$ cat src/rtl/bxm_pkg.sv
package bxm_pkg;

    typedef enum logic [1:0] {
        CFG_DIV = 2'd0,
        CFG_END = 2'd1,
        CFG_CTL = 2'd2
    } cfg_sel_e;

    // half of the serial clock period, in base cycles
    function automatic logic [4:0] div_half(input logic [1:0] sel);
        case (sel)
            2'd0:    return 5'd3;
            2'd1:    return 5'd4;
            2'd2:    return 5'd8;
            default: return 5'd16;
        endcase
    endfunction

endpackage

$ cat src/rtl/bxm_clkgen.sv
module bxm_clkgen
    import bxm_pkg::*;
(
    input  logic       clk,
    input  logic       rst,
    input  logic       run,
    input  logic [1:0] div_sel,
    output logic       tick
);
    logic [4:0] cnt_q;
    logic [4:0] half_m1;

    assign half_m1 = div_half(div_sel) - 5'd1;
    assign tick    = run && (cnt_q == half_m1);

    always_ff @(posedge clk) begin
        if (rst || !run)
            cnt_q <= '0;
        else if (cnt_q == half_m1)
            cnt_q <= '0;
        else
            cnt_q <= cnt_q + 5'd1;
    end
endmodule

$ cat src/rtl/bxm_shifter.sv
module bxm_shifter #(
    parameter int DW = 8,
    localparam int BW = $clog2(DW)
) (
    input  logic          clk,
    input  logic          rst,
    input  logic          load,
    input  logic [DW-1:0] load_data,
    input  logic          tick,
    input  logic          miso,
    output logic          sclk,
    output logic          tx_bit,
    output logic [DW-1:0] rx_byte,
    output logic          byte_end
);
    logic [DW-1:0] sh_q;
    logic [BW-1:0] bc_q;

    assign tx_bit   = sh_q[DW-1];
    assign byte_end = tick && sclk && (bc_q == BW'(DW - 1));

    always_ff @(posedge clk) begin
        if (rst) begin
            sh_q    <= '0;
            bc_q    <= '0;
            rx_byte <= '0;
            sclk    <= 1'b1;
        end else if (load) begin
            sh_q <= load_data;
            bc_q <= '0;
            sclk <= 1'b0;
        end else if (tick) begin
            if (!sclk) begin
                sclk    <= 1'b1;
                rx_byte <= {rx_byte[DW-2:0], miso};
            end else if (bc_q != BW'(DW - 1)) begin
                sh_q <= {sh_q[DW-2:0], 1'b0};
                bc_q <= bc_q + BW'(1);
                sclk <= 1'b0;
            end
        end
    end
endmodule

$ cat src/rtl/bxm_buffer.sv
module bxm_buffer #(
    parameter int DEPTH = 32,
    parameter int DW    = 8,
    localparam int AW   = $clog2(DEPTH)
) (
    input  logic          clk,
    input  logic          we,
    input  logic [AW-1:0] wa,
    input  logic [DW-1:0] wd,
    input  logic [AW-1:0] ra_host,
    output logic [DW-1:0] rd_host,
    input  logic [AW-1:0] ra_eng,
    output logic [DW-1:0] rd_eng
);
    logic [DW-1:0] mem [DEPTH];

    assign rd_host = mem[ra_host];
    assign rd_eng  = mem[ra_eng];

    always_ff @(posedge clk) begin
        if (we)
            mem[wa] <= wd;
    end
endmodule

$ cat src/rtl/bxm_master.sv
module bxm_master
    import bxm_pkg::*;
#(
    parameter int DEPTH = 32,
    parameter int DW    = 8,
    localparam int AW   = $clog2(DEPTH)
) (
    input  logic          clk,
    input  logic          rst,
    input  logic          cfg_we,
    input  logic [1:0]    cfg_sel,
    input  logic [7:0]    cfg_wdata,
    output logic [7:0]    cfg_rdata,
    input  logic          buf_we,
    input  logic [AW-1:0] buf_addr,
    input  logic [DW-1:0] buf_wdata,
    output logic [DW-1:0] buf_rdata,
    output logic          sclk,
    output logic          mosi,
    input  logic          miso,
    output logic          busy,
    output logic          done
);
    logic [1:0]    div_q;
    logic [AW-1:0] last_q, ptr_q, nxt_ptr, eng_ra;
    logic          rpt_q, stop_q, busy_q, done_q;
    logic          div_wr, end_wr, ctl_wr, start_cmd;
    logic          tick, byte_end, tx_bit, at_last, go_on, load;
    logic [DW-1:0] rx_byte, eng_rd, host_rd, load_data;
    logic          mem_we;
    logic [AW-1:0] mem_wa;
    logic [DW-1:0] mem_wd;

    assign div_wr    = cfg_we && (cfg_sel == CFG_DIV);
    assign end_wr    = cfg_we && (cfg_sel == CFG_END);
    assign ctl_wr    = cfg_we && (cfg_sel == CFG_CTL);
    assign start_cmd = ctl_wr && cfg_wdata[1] && !busy_q;

    assign at_last   = (ptr_q == last_q);
    assign nxt_ptr   = at_last ? '0 : ptr_q + AW'(1);
    assign go_on     = byte_end && !stop_q && !(at_last && !rpt_q);
    assign load      = start_cmd || go_on;
    assign eng_ra    = start_cmd ? '0 : nxt_ptr;
    // a one-entry repeat walk resends the byte it has just received
    assign load_data = (!start_cmd && nxt_ptr == ptr_q) ? rx_byte : eng_rd;

    assign mem_we = byte_end || (buf_we && !busy_q);
    assign mem_wa = byte_end ? ptr_q   : buf_addr;
    assign mem_wd = byte_end ? rx_byte : buf_wdata;

    bxm_clkgen u_clk (
        .clk(clk), .rst(rst), .run(busy_q), .div_sel(div_q), .tick(tick)
    );

    bxm_shifter #(.DW(DW)) u_shift (
        .clk(clk), .rst(rst), .load(load), .load_data(load_data),
        .tick(tick), .miso(miso), .sclk(sclk), .tx_bit(tx_bit),
        .rx_byte(rx_byte), .byte_end(byte_end)
    );

    bxm_buffer #(.DEPTH(DEPTH), .DW(DW)) u_buf (
        .clk(clk), .we(mem_we), .wa(mem_wa), .wd(mem_wd),
        .ra_host(buf_addr), .rd_host(host_rd),
        .ra_eng(eng_ra), .rd_eng(eng_rd)
    );

    always_ff @(posedge clk) begin
        if (rst) begin
            div_q  <= 2'd3;
            last_q <= '0;
            rpt_q  <= 1'b0;
            stop_q <= 1'b0;
            busy_q <= 1'b0;
            done_q <= 1'b0;
            ptr_q  <= '0;
        end else begin
            done_q <= 1'b0;
            if (div_wr && !busy_q)
                div_q <= cfg_wdata[1:0];
            if (end_wr && !busy_q)
                last_q <= cfg_wdata[AW-1:0];
            if (ctl_wr) begin
                rpt_q <= cfg_wdata[0];
                if (cfg_wdata[2] && busy_q)
                    stop_q <= 1'b1;
            end
            if (start_cmd) begin
                busy_q <= 1'b1;
                ptr_q  <= '0;
                stop_q <= 1'b0;
            end else if (byte_end) begin
                if (go_on) begin
                    ptr_q <= nxt_ptr;
                end else begin
                    busy_q <= 1'b0;
                    done_q <= 1'b1;
                    stop_q <= 1'b0;
                end
            end
        end
    end

    always_comb begin
        case (cfg_sel)
            CFG_DIV: cfg_rdata = {6'b0, div_q};
            CFG_END: cfg_rdata = 8'(last_q);
            CFG_CTL: cfg_rdata = {7'b0, rpt_q};
            default: cfg_rdata = 8'h00;
        endcase
    end

    assign buf_rdata = busy_q ? '0 : host_rd;
    assign mosi      = busy_q ? tx_bit : 1'b1;
    assign busy      = busy_q;
    assign done      = done_q;
endmodule

$ cat config.mk
export PLATFORM = sky130hd
export DESIGN_NAME = bxm_master
export DESIGN_NICKNAME = d
export VERILOG_FILES = /design/src/rtl/bxm_pkg.sv /design/src/rtl/bxm_clkgen.sv /design/src/rtl/bxm_shifter.sv /design/src/rtl/bxm_buffer.sv /design/src/rtl/bxm_master.sv
export SDC_FILE = /design/constraint.sdc
export NUM_CORES = 1
export LEC_CHECK = 0
export ABC_AREA = 0
export CAP_MARGIN = 30
export CORE_MARGIN = 2
export CORE_UTILIZATION = 50
export DETAILED_ROUTE_END_ITERATION = 6
export GPL_ROUTABILITY_DRIVEN = 0
export GPL_TIMING_DRIVEN = 0
export PLACE_DENSITY = 0.7
export REMOVE_ABC_BUFFERS = 1
export SLEW_MARGIN = 10
export SYNTH_ARGS = -nofsm -noshare
export SYNTH_HDL_FRONTEND = slang
export SYNTH_HIERARCHICAL = 1
export SYNTH_SLANG_ARGS = --single-unit
$ cat constraint.sdc
create_clock -name clk -period 3.4 [get_ports clk]
set_input_delay 0.51 -clock clk [delete_from_list [all_inputs] [get_ports clk]]
set_output_delay 0.51 -clock clk [all_outputs]
set_load 0.05 [all_outputs]
==> impl_metrics.env, run 1 <==
export IMPL_cts_reportedPaths_clkPinSlew_ns=0.06
export IMPL_synthCells=786
export IMPL_synth_top_family_by_area="multiplexers"
export IMPL_pre_cts_ws_ns=-1.683
export IMPL_antenna_found_initial=0
export IMPL_ys_types=54
export IMPL_grt_first_pass_wirelength_um=54790
export IMPL_fin_ws_ns=0.06684
export IMPL_core_um2=28470
export IMPL_synth_simple_area_share_pct=5.172
export IMPL_status="complete, no violations"
export IMPL_startpoint_type="flop"
export IMPL_synth_adder_area_share_pct=0.4354
export IMPL_ys_seq_area_share_pct=59.21
export IMPL_drv_cap=0
export IMPL_hold_path_class="flop to flop"
export IMPL_max_stage_delay_ns=0.50
export IMPL_die_area_um2=30110
export IMPL_avgSynthCellArea_um2=18.28
export IMPL_rsz0062_at_grt="true"
export IMPL_crit_required_ns=3.82
export IMPL_max_freq_mhz=300.0
export IMPL_clockBufferDepth=3
export IMPL_netlist_top_cells_count="edfxtp_1, mux4_2, nor2_1, dfxtp_1, mux2_2"
export IMPL_clk_latency_ns=0.55
export IMPL_ys_async_sr_fraction_pct=0
export IMPL_power_density_nw_per_um2=462.3
export IMPL_avgRoutedWirePerCell_um=28.84
export IMPL_drt_iter0_drc=943
export IMPL_startpoint="ptr_q[2]$_SDFFE_PP0P_"
export IMPL_synthFlopType="edfxtp_1"
export IMPL_peakVddDrop_v=0.0002566
export IMPL_cts_buffers=29
export IMPL_die_w_um=173.5
export IMPL_r2r_start="ptr_q[2]$_SDFFE_PP0P_"
export IMPL_skew_ns=0.01686
export IMPL_grt_overflow_total=0
export IMPL_cts_root_buf="clkbuf_16"
export IMPL_io_pins=48
export IMPL_netlist_area_um2=14370
export IMPL_cp_depth=14
export IMPL_ys_top_cells_by_area="edfxtp_1, mux4_2, dfxtp_1"
export IMPL_io_buffers=41
export IMPL_via_count=8333
export IMPL_min_path_cells=2
export IMPL_path_cells="xnor2_2 -> nand4_4 -> o21ai_4 -> buf_6 -> nor2_4 -> buf_8 -> buf_12 -> buf_16 -> mux4_2 -> mux4_2 -> mux2_2 -> mux2_2 -> inv_1 -> a221oi_2"
export IMPL_yosysMostFrequentCell="edfxtp_1"
export IMPL_grt_usage_pct=24.67
export IMPL_viasPerCell=6.525
export IMPL_tightestPinTransition_ns=0.8744
export IMPL_yosys_area_top_type_share_pct=53.50
export IMPL_fin_crit_ns=3.333
export IMPL_yosysTopAreaCell="edfxtp_1"
export IMPL_crit_path_end_kind="flop"
export IMPL_drive_above_1_share_pct=43.11
export IMPL_post_dp_cell_area_um2=15540
export IMPL_grt_pass1_vias=8636
export IMPL_grt_max_degree=38
export IMPL_p_total_mw=7.868
export IMPL_rows=62
export IMPL_post_route_drc_count=0
export IMPL_setup_violations=0
export IMPL_fp_dieH_um=173.5
export IMPL_setup_tns_ns=0
export IMPL_initial_utilization_pct=50.47
export IMPL_htree_levels=1
export IMPL_crit_fanout=9
export IMPL_cts_tree="done"
export IMPL_nNetsFinal=904
export IMPL_ant_nets=0
export IMPL_crit_buf_inv=5
export IMPL_synthMuxAreaShare_pct=29.23
export IMPL_r2r_worst_path_cells=14
export IMPL_min_period_over_period_pct=98.03
export IMPL_ys_ff_latch=297
export IMPL_synth_xor_area_share_pct=0.7315
export IMPL_hold_viol=0
export IMPL_slew_viol_final=0
export IMPL_antenna_cells=0
export IMPL_synth_compound_area_share_pct=2.717
export IMPL_dr_pass1_iters=5
export IMPL_min_from="u_shift/sh_q[6]$_SDFFE_PP0P_"
export IMPL_critical_path_slowest_cell="mux4_2"
export IMPL_synth_edff_count=256
export IMPL_slew_headroom_pct=41.49
export IMPL_critPathKind="flop to flop"
export IMPL_finalWirelength_um=36830
export IMPL_cts_sinks=297
export IMPL_power_leakage_nw=5.281
export IMPL_critical_path_top_delay_family="multiplexers"
export IMPL_synth_warnings=6
export IMPL_syn_to_final_growth_pct=18.45
export IMPL_place_hpwl_um=24880
export IMPL_crit_arrival_ns=3.75
export IMPL_design_area_um2=17020
## routing by layer
layer	routed length [um]	track usage, %
met1	13540	31.02
met2	18870	42.05
met3	2957	5.066
met4	1462	10.35
met5	0	0
## worst min-delay path, delay by kind of cell (launching register included)
family           cells  cell delay (ns)
flip-flops           1             0.32
AND/OR/NAND/NOR      1             0.07
AO/OA/AOI/OAI        1             0.05
## sequential cells by signal (all words and copies together), names as in the netlist, 2 cells and up
signal,flops
div_q,2
last_q,5
ptr_q,5
u_buf/mem,256
u_clk/cnt_q,5
u_shift/bc_q,3
u_shift/rx_byte,8
u_shift/sh_q,8
## where the power goes
| group | leakage [nW] | switching, mW | total (mW) | internal (mW) |
|---|---|---|---|---|
| sequential | 2.64 | 0.0189 | 4.00 | 3.98 |
| clock | 0.468 | 1.31 | 3.20 | 1.89 |
| combinational | 2.17 | 0.376 | 0.668 | 0.292 |
## cells by family after synthesis
logic type               count (synthesis)
adder cells (fa/ha/maj)                  5
AO/OA/AOI/OAI                           43
buffers and inverters                   70
other                                    1
XOR/XNOR                                12
AND/OR/NAND/NOR                        143
flip-flops                             297
multiplexers                           215
## cell usage in the layout, fill, tap and decap left out, types with 4 or more instances in the layout
| cell type | instances |
|---|---|
| a211oi_1 | 5 |
| a21oi_2 | 7 |
| a221oi_2 | 7 |
| and2_1 | 5 |
| buf_12 | 6 |
| buf_16 | 8 |
| buf_4 | 25 |
| buf_6 | 24 |
| buf_8 | 4 |
| clkbuf_1 | 5 |
| clkbuf_16 | 30 |
| clkbuf_8 | 5 |
| clkdlybuf4s15_2 | 6 |
| clkdlybuf4s50_1 | 26 |
| clkinv_1 | 7 |
| dfxtp_1 | 33 |
| dfxtp_2 | 4 |
| dfxtp_4 | 4 |
| dlygate4sd2_1 | 5 |
| edfxtp_1 | 256 |
| ha_1 | 5 |
| inv_1 | 13 |
| mux2_2 | 37 |
| mux2i_1 | 18 |
| mux4_2 | 160 |
| nand2_1 | 17 |
| nand2b_1 | 4 |
| nand3_1 | 9 |
| nand3b_1 | 9 |
| nor2_1 | 38 |
| nor2_2 | 16 |
| nor2_4 | 8 |
| nor2b_1 | 13 |
| nor3_1 | 6 |
| o22ai_1 | 6 |
| xnor2_2 | 4 |
## per-stage QoR
stage	cells	util [%]	hold slack, ns
2_1_floorplan	731	-	0.4359
3_3_place_gp	1156	52.55	0.4694
3_5_place_dp	1201	54.60	0.4742
4_1_cts	1271	59.37	0.4827
5_1_grt	1277	59.78	0.5032
6_report	1277	59.78	0.4832
## final cells by class
type,instances,area [um2]
Clock buffer,39,813.3
Clock inverter,14,140.1
Fill cell,2013,11450
Inverter,13,48.80
Multi-Input combinational cell,423,5744
Sequential cell,297,8528
Tap cell,384,480.5
Timing Repair Buffer,107,1265
## worst paths after layout
path                                                      to  slack [ns]
worst max-delay path            u_shift/sh_q[2]$_SDFFE_PP0P_        0.07
worst min register to register  u_shift/sh_q[6]$_SDFFE_PP0P_        0.48
worst max register to register  u_shift/sh_q[2]$_SDFFE_PP0P_        0.07
worst min-delay path            u_shift/sh_q[6]$_SDFFE_PP0P_        0.48
## timing repair
action / CTS / global route
endpoints found under the setup margin: 279 / 173
setup buffers: 13 / 4
pin swaps: 5 / 3
hold buffers: 0 / 0
gates resized for setup: 77 / 19
cloned: 4 / 2
(Power assumes the default switching activity.)
==> run 2: changes to the inputs <==
- TNS_END_PERCENT: default -> 50
==> run 2 against run 1 <==
Clock power hardly changed. Combinational power about the same. Critical endpoint is now u_shift/sh_q[4]$_SDFFE_PP0P_. Sequential share of layout area barely moved. Utilization hardly changed. Total power is essentially flat. Critical path depth stayed put. Die area did not move. Non-clock buffer count unchanged. Wire length barely moved. Global-route usage is the same.
==> impl_metrics.env, run 2 (synthesis gave the netlist of run 1 again) <==
export IMPL_combPwrFrac_pct=8.5
export IMPL_final_common_cell="edfxtp_1"
export IMPL_cts_hold_buf=0
export IMPL_seq_area_um2=8528
export IMPL_ant_nets=0
export IMPL_cts_root_buf="clkbuf_16"
export IMPL_crit_arrival_ns=3.71
export IMPL_avgRoutedWirePerCell_um=28.84
export IMPL_crit_fanout=9
export IMPL_cts_tree="done"
export IMPL_clkPwrFrac_pct=40.7
export IMPL_slew_viol_final=0
export IMPL_p_int_mw=6.164
export IMPL_drv_cap=0
export IMPL_grt_pass1_vias=8636
export IMPL_max_freq_mhz=300.3
export IMPL_die_w_um=173.5
export IMPL_fp_dieH_um=173.5
export IMPL_via_count=8322
export IMPL_viasPerCell=6.517
export IMPL_peakVddDrop_v=0.0002573
export IMPL_r2r_start="ptr_q[2]$_SDFFE_PP0P_"
export IMPL_tightestPinTransition_ns=0.8840
export IMPL_place_hpwl_um=24880
export IMPL_htree_levels=1
export IMPL_largestRegisters="u_buf/mem (256), u_shift/rx_byte (8), u_shift/sh_q (8)"
export IMPL_ff2ff_setup_slack_ns=0.07
export IMPL_critPathKind="flop to flop"
export IMPL_final_cell_mix="edfxtp_1, mux4_2, nor2_1"
export IMPL_largest_reg_flops=256
export IMPL_slew_headroom_pct=40.85
export IMPL_dr_pass1_iters=7
export IMPL_cts_buffers=29
export IMPL_multi_input_area_um2=5742
export IMPL_finalWirelength_um=36830
export IMPL_io_pins=48
export IMPL_fillers=2012
export IMPL_min_from="u_shift/sh_q[6]$_SDFFE_PP0P_"
export IMPL_r2r_end="u_shift/sh_q[4]$_SDFFE_PP0P_"
export IMPL_whs_endpoint="u_shift/sh_q[6]$_SDFFE_PP0P_"
export IMPL_grt_usage_pct=24.67
export IMPL_r2r_worst_path_cells=14
export IMPL_grt_max_degree=38
export IMPL_die_area_um2=30110
export IMPL_clockBufferDepth=3
export IMPL_power_density_nw_per_um2=462.3
export IMPL_rows=62
export IMPL_hold_path_class="flop to flop"
export IMPL_skew_ns=0.01874
export IMPL_crit_path_end_kind="flop"
export IMPL_seqPwrFrac_pct=50.9
export IMPL_switching_share_pct=21.65
export IMPL_hold_viol=0
export IMPL_syn_to_final_growth_pct=18.43
export IMPL_post_route_drc_count=0
export IMPL_status="complete, no violations"
export IMPL_p_total_mw=7.867
export IMPL_io_buffers=41
export IMPL_regMostFlops="u_buf/mem"
export IMPL_initial_utilization_pct=50.47
export IMPL_power_leakage_nw=5.281
export IMPL_grt_overflow_total=0
export IMPL_min_path_cells=2
export IMPL_crit_required_ns=3.78
export IMPL_grt_first_pass_wirelength_um=54790
export IMPL_drt_iter0_drc=936
export IMPL_cts_sinks=297
export IMPL_fin_crit_ns=3.330
export IMPL_cts_reportedPaths_clkPinSlew_ns=0.06
export IMPL_startpoint_type="flop"
export IMPL_min_period_over_period_pct=97.96
export IMPL_setup_violations=0
export IMPL_antenna_cells=0
export IMPL_rsz0062_at_grt="true"
export IMPL_nNetsFinal=904
export IMPL_antenna_found_initial=0
export IMPL_p_sw_mw=1.704
export IMPL_clk_latency_ns=0.55
export IMPL_core_um2=28470
export IMPL_design_area_um2=17020
export IMPL_post_dp_cell_area_um2=15540
export IMPL_drive_above_1_share_pct=43.00
## run 2: layout make-up
cell class | count | area share (%)
Clock buffer | 39 | 4.779
Clock inverter | 14 | 0.8235
Inverter | 13 | 0.2867
Multi-Input combinational cell | 423 | 33.74
Sequential cell | 297 | 50.11
Tap cell | 384 | 2.823
Timing Repair Buffer | 107 | 7.433
## run 2: worst max path at each step
stage	start	to	depth (start not counted)	slack, ns
finish	ptr_q[2]$_SDFFE_PP0P_	u_shift/sh_q[4]$_SDFFE_PP0P_	14	0.07
global route	div_q[1]$_SDFFE_PP1P_	u_buf/mem[10][0]$_DFFE_PP_	8	-0.08
CTS	buf_addr[0]	buf_rdata[5]	7	0.003
detailed placement	cfg_sel[0]	u_shift/sh_q[1]$_SDFFE_PP0P_	14	-1.68
global placement	cfg_sel[0]	u_shift/sh_q[1]$_SDFFE_PP0P_	11	-7.00
floorplan	busy$_SDFFE_PP0P_	u_shift/sh_q[1]$_SDFFE_PP0P_	10	-4.62
## run 2: per-layer routing
layer  share of wire (%)  wire [um]  track usage [%]  vias to the layer above
met5                   0          0                0                        -
met4                 4.1       1506            10.35                        0
met3                 8.6       3154            5.066                      106
met2                  51      18810            42.05                      461
met1                  36      13360            31.02                     4317
li1                    -          -                -                     3438
## run 2: critical path: stages, from the launching register on
cell	delay, ns
dfxtp_4	0.39
xnor2_2	0.16
nand4_4	0.12
o21ai_4	0.07
buf_6	0.15
nor2_4	0.17
buf_8	0.19
buf_12	0.12
buf_16	0.13
mux4_2	0.50
mux4_2	0.50
mux2_2	0.28
mux2_2	0.25
inv_1	0.07
a221oi_2	0.06
## run 2: through the flow
step / util [%] / std cells / TNS, ns / hold WS (ns) / worst slack, ns
after global routing: 59.77 / 1277 / -2.754 / 0.5032 / -0.08112
after CTS: 59.37 / 1271 / 0 / 0.4827 / 0.003141
after global placement: 52.55 / 1156 / -956.80 / 0.4694 / -7.002
final: 59.77 / 1277 / 0 / 0.4850 / 0.06952
after detailed placement: 54.60 / 1201 / -119.89 / 0.4742 / -1.683
after floorplan: - / 731 / -44.51 / 0.4359 / -4.617
## run 2: power groups by stage
stage / combinational [mW] / clock [mW] / sequential [mW]
floorplan: 0.370 / 0 / 4.08
global route: 0.702 / 3.38 / 4.00
finish: 0.668 / 3.20 / 4.00
global placement: 0.619 / 0 / 4.08
CTS: 0.659 / 3.26 / 4.00
detailed placement: 0.632 / 0 / 4.08
## run 2: timing repair
item | in CTS | in global routing
cloned | 4 | 2
endpoints found under the setup margin | 279 | 173
setup buffers | 13 | 4
gates resized for setup | 77 | 18
pin swaps | 5 | 3
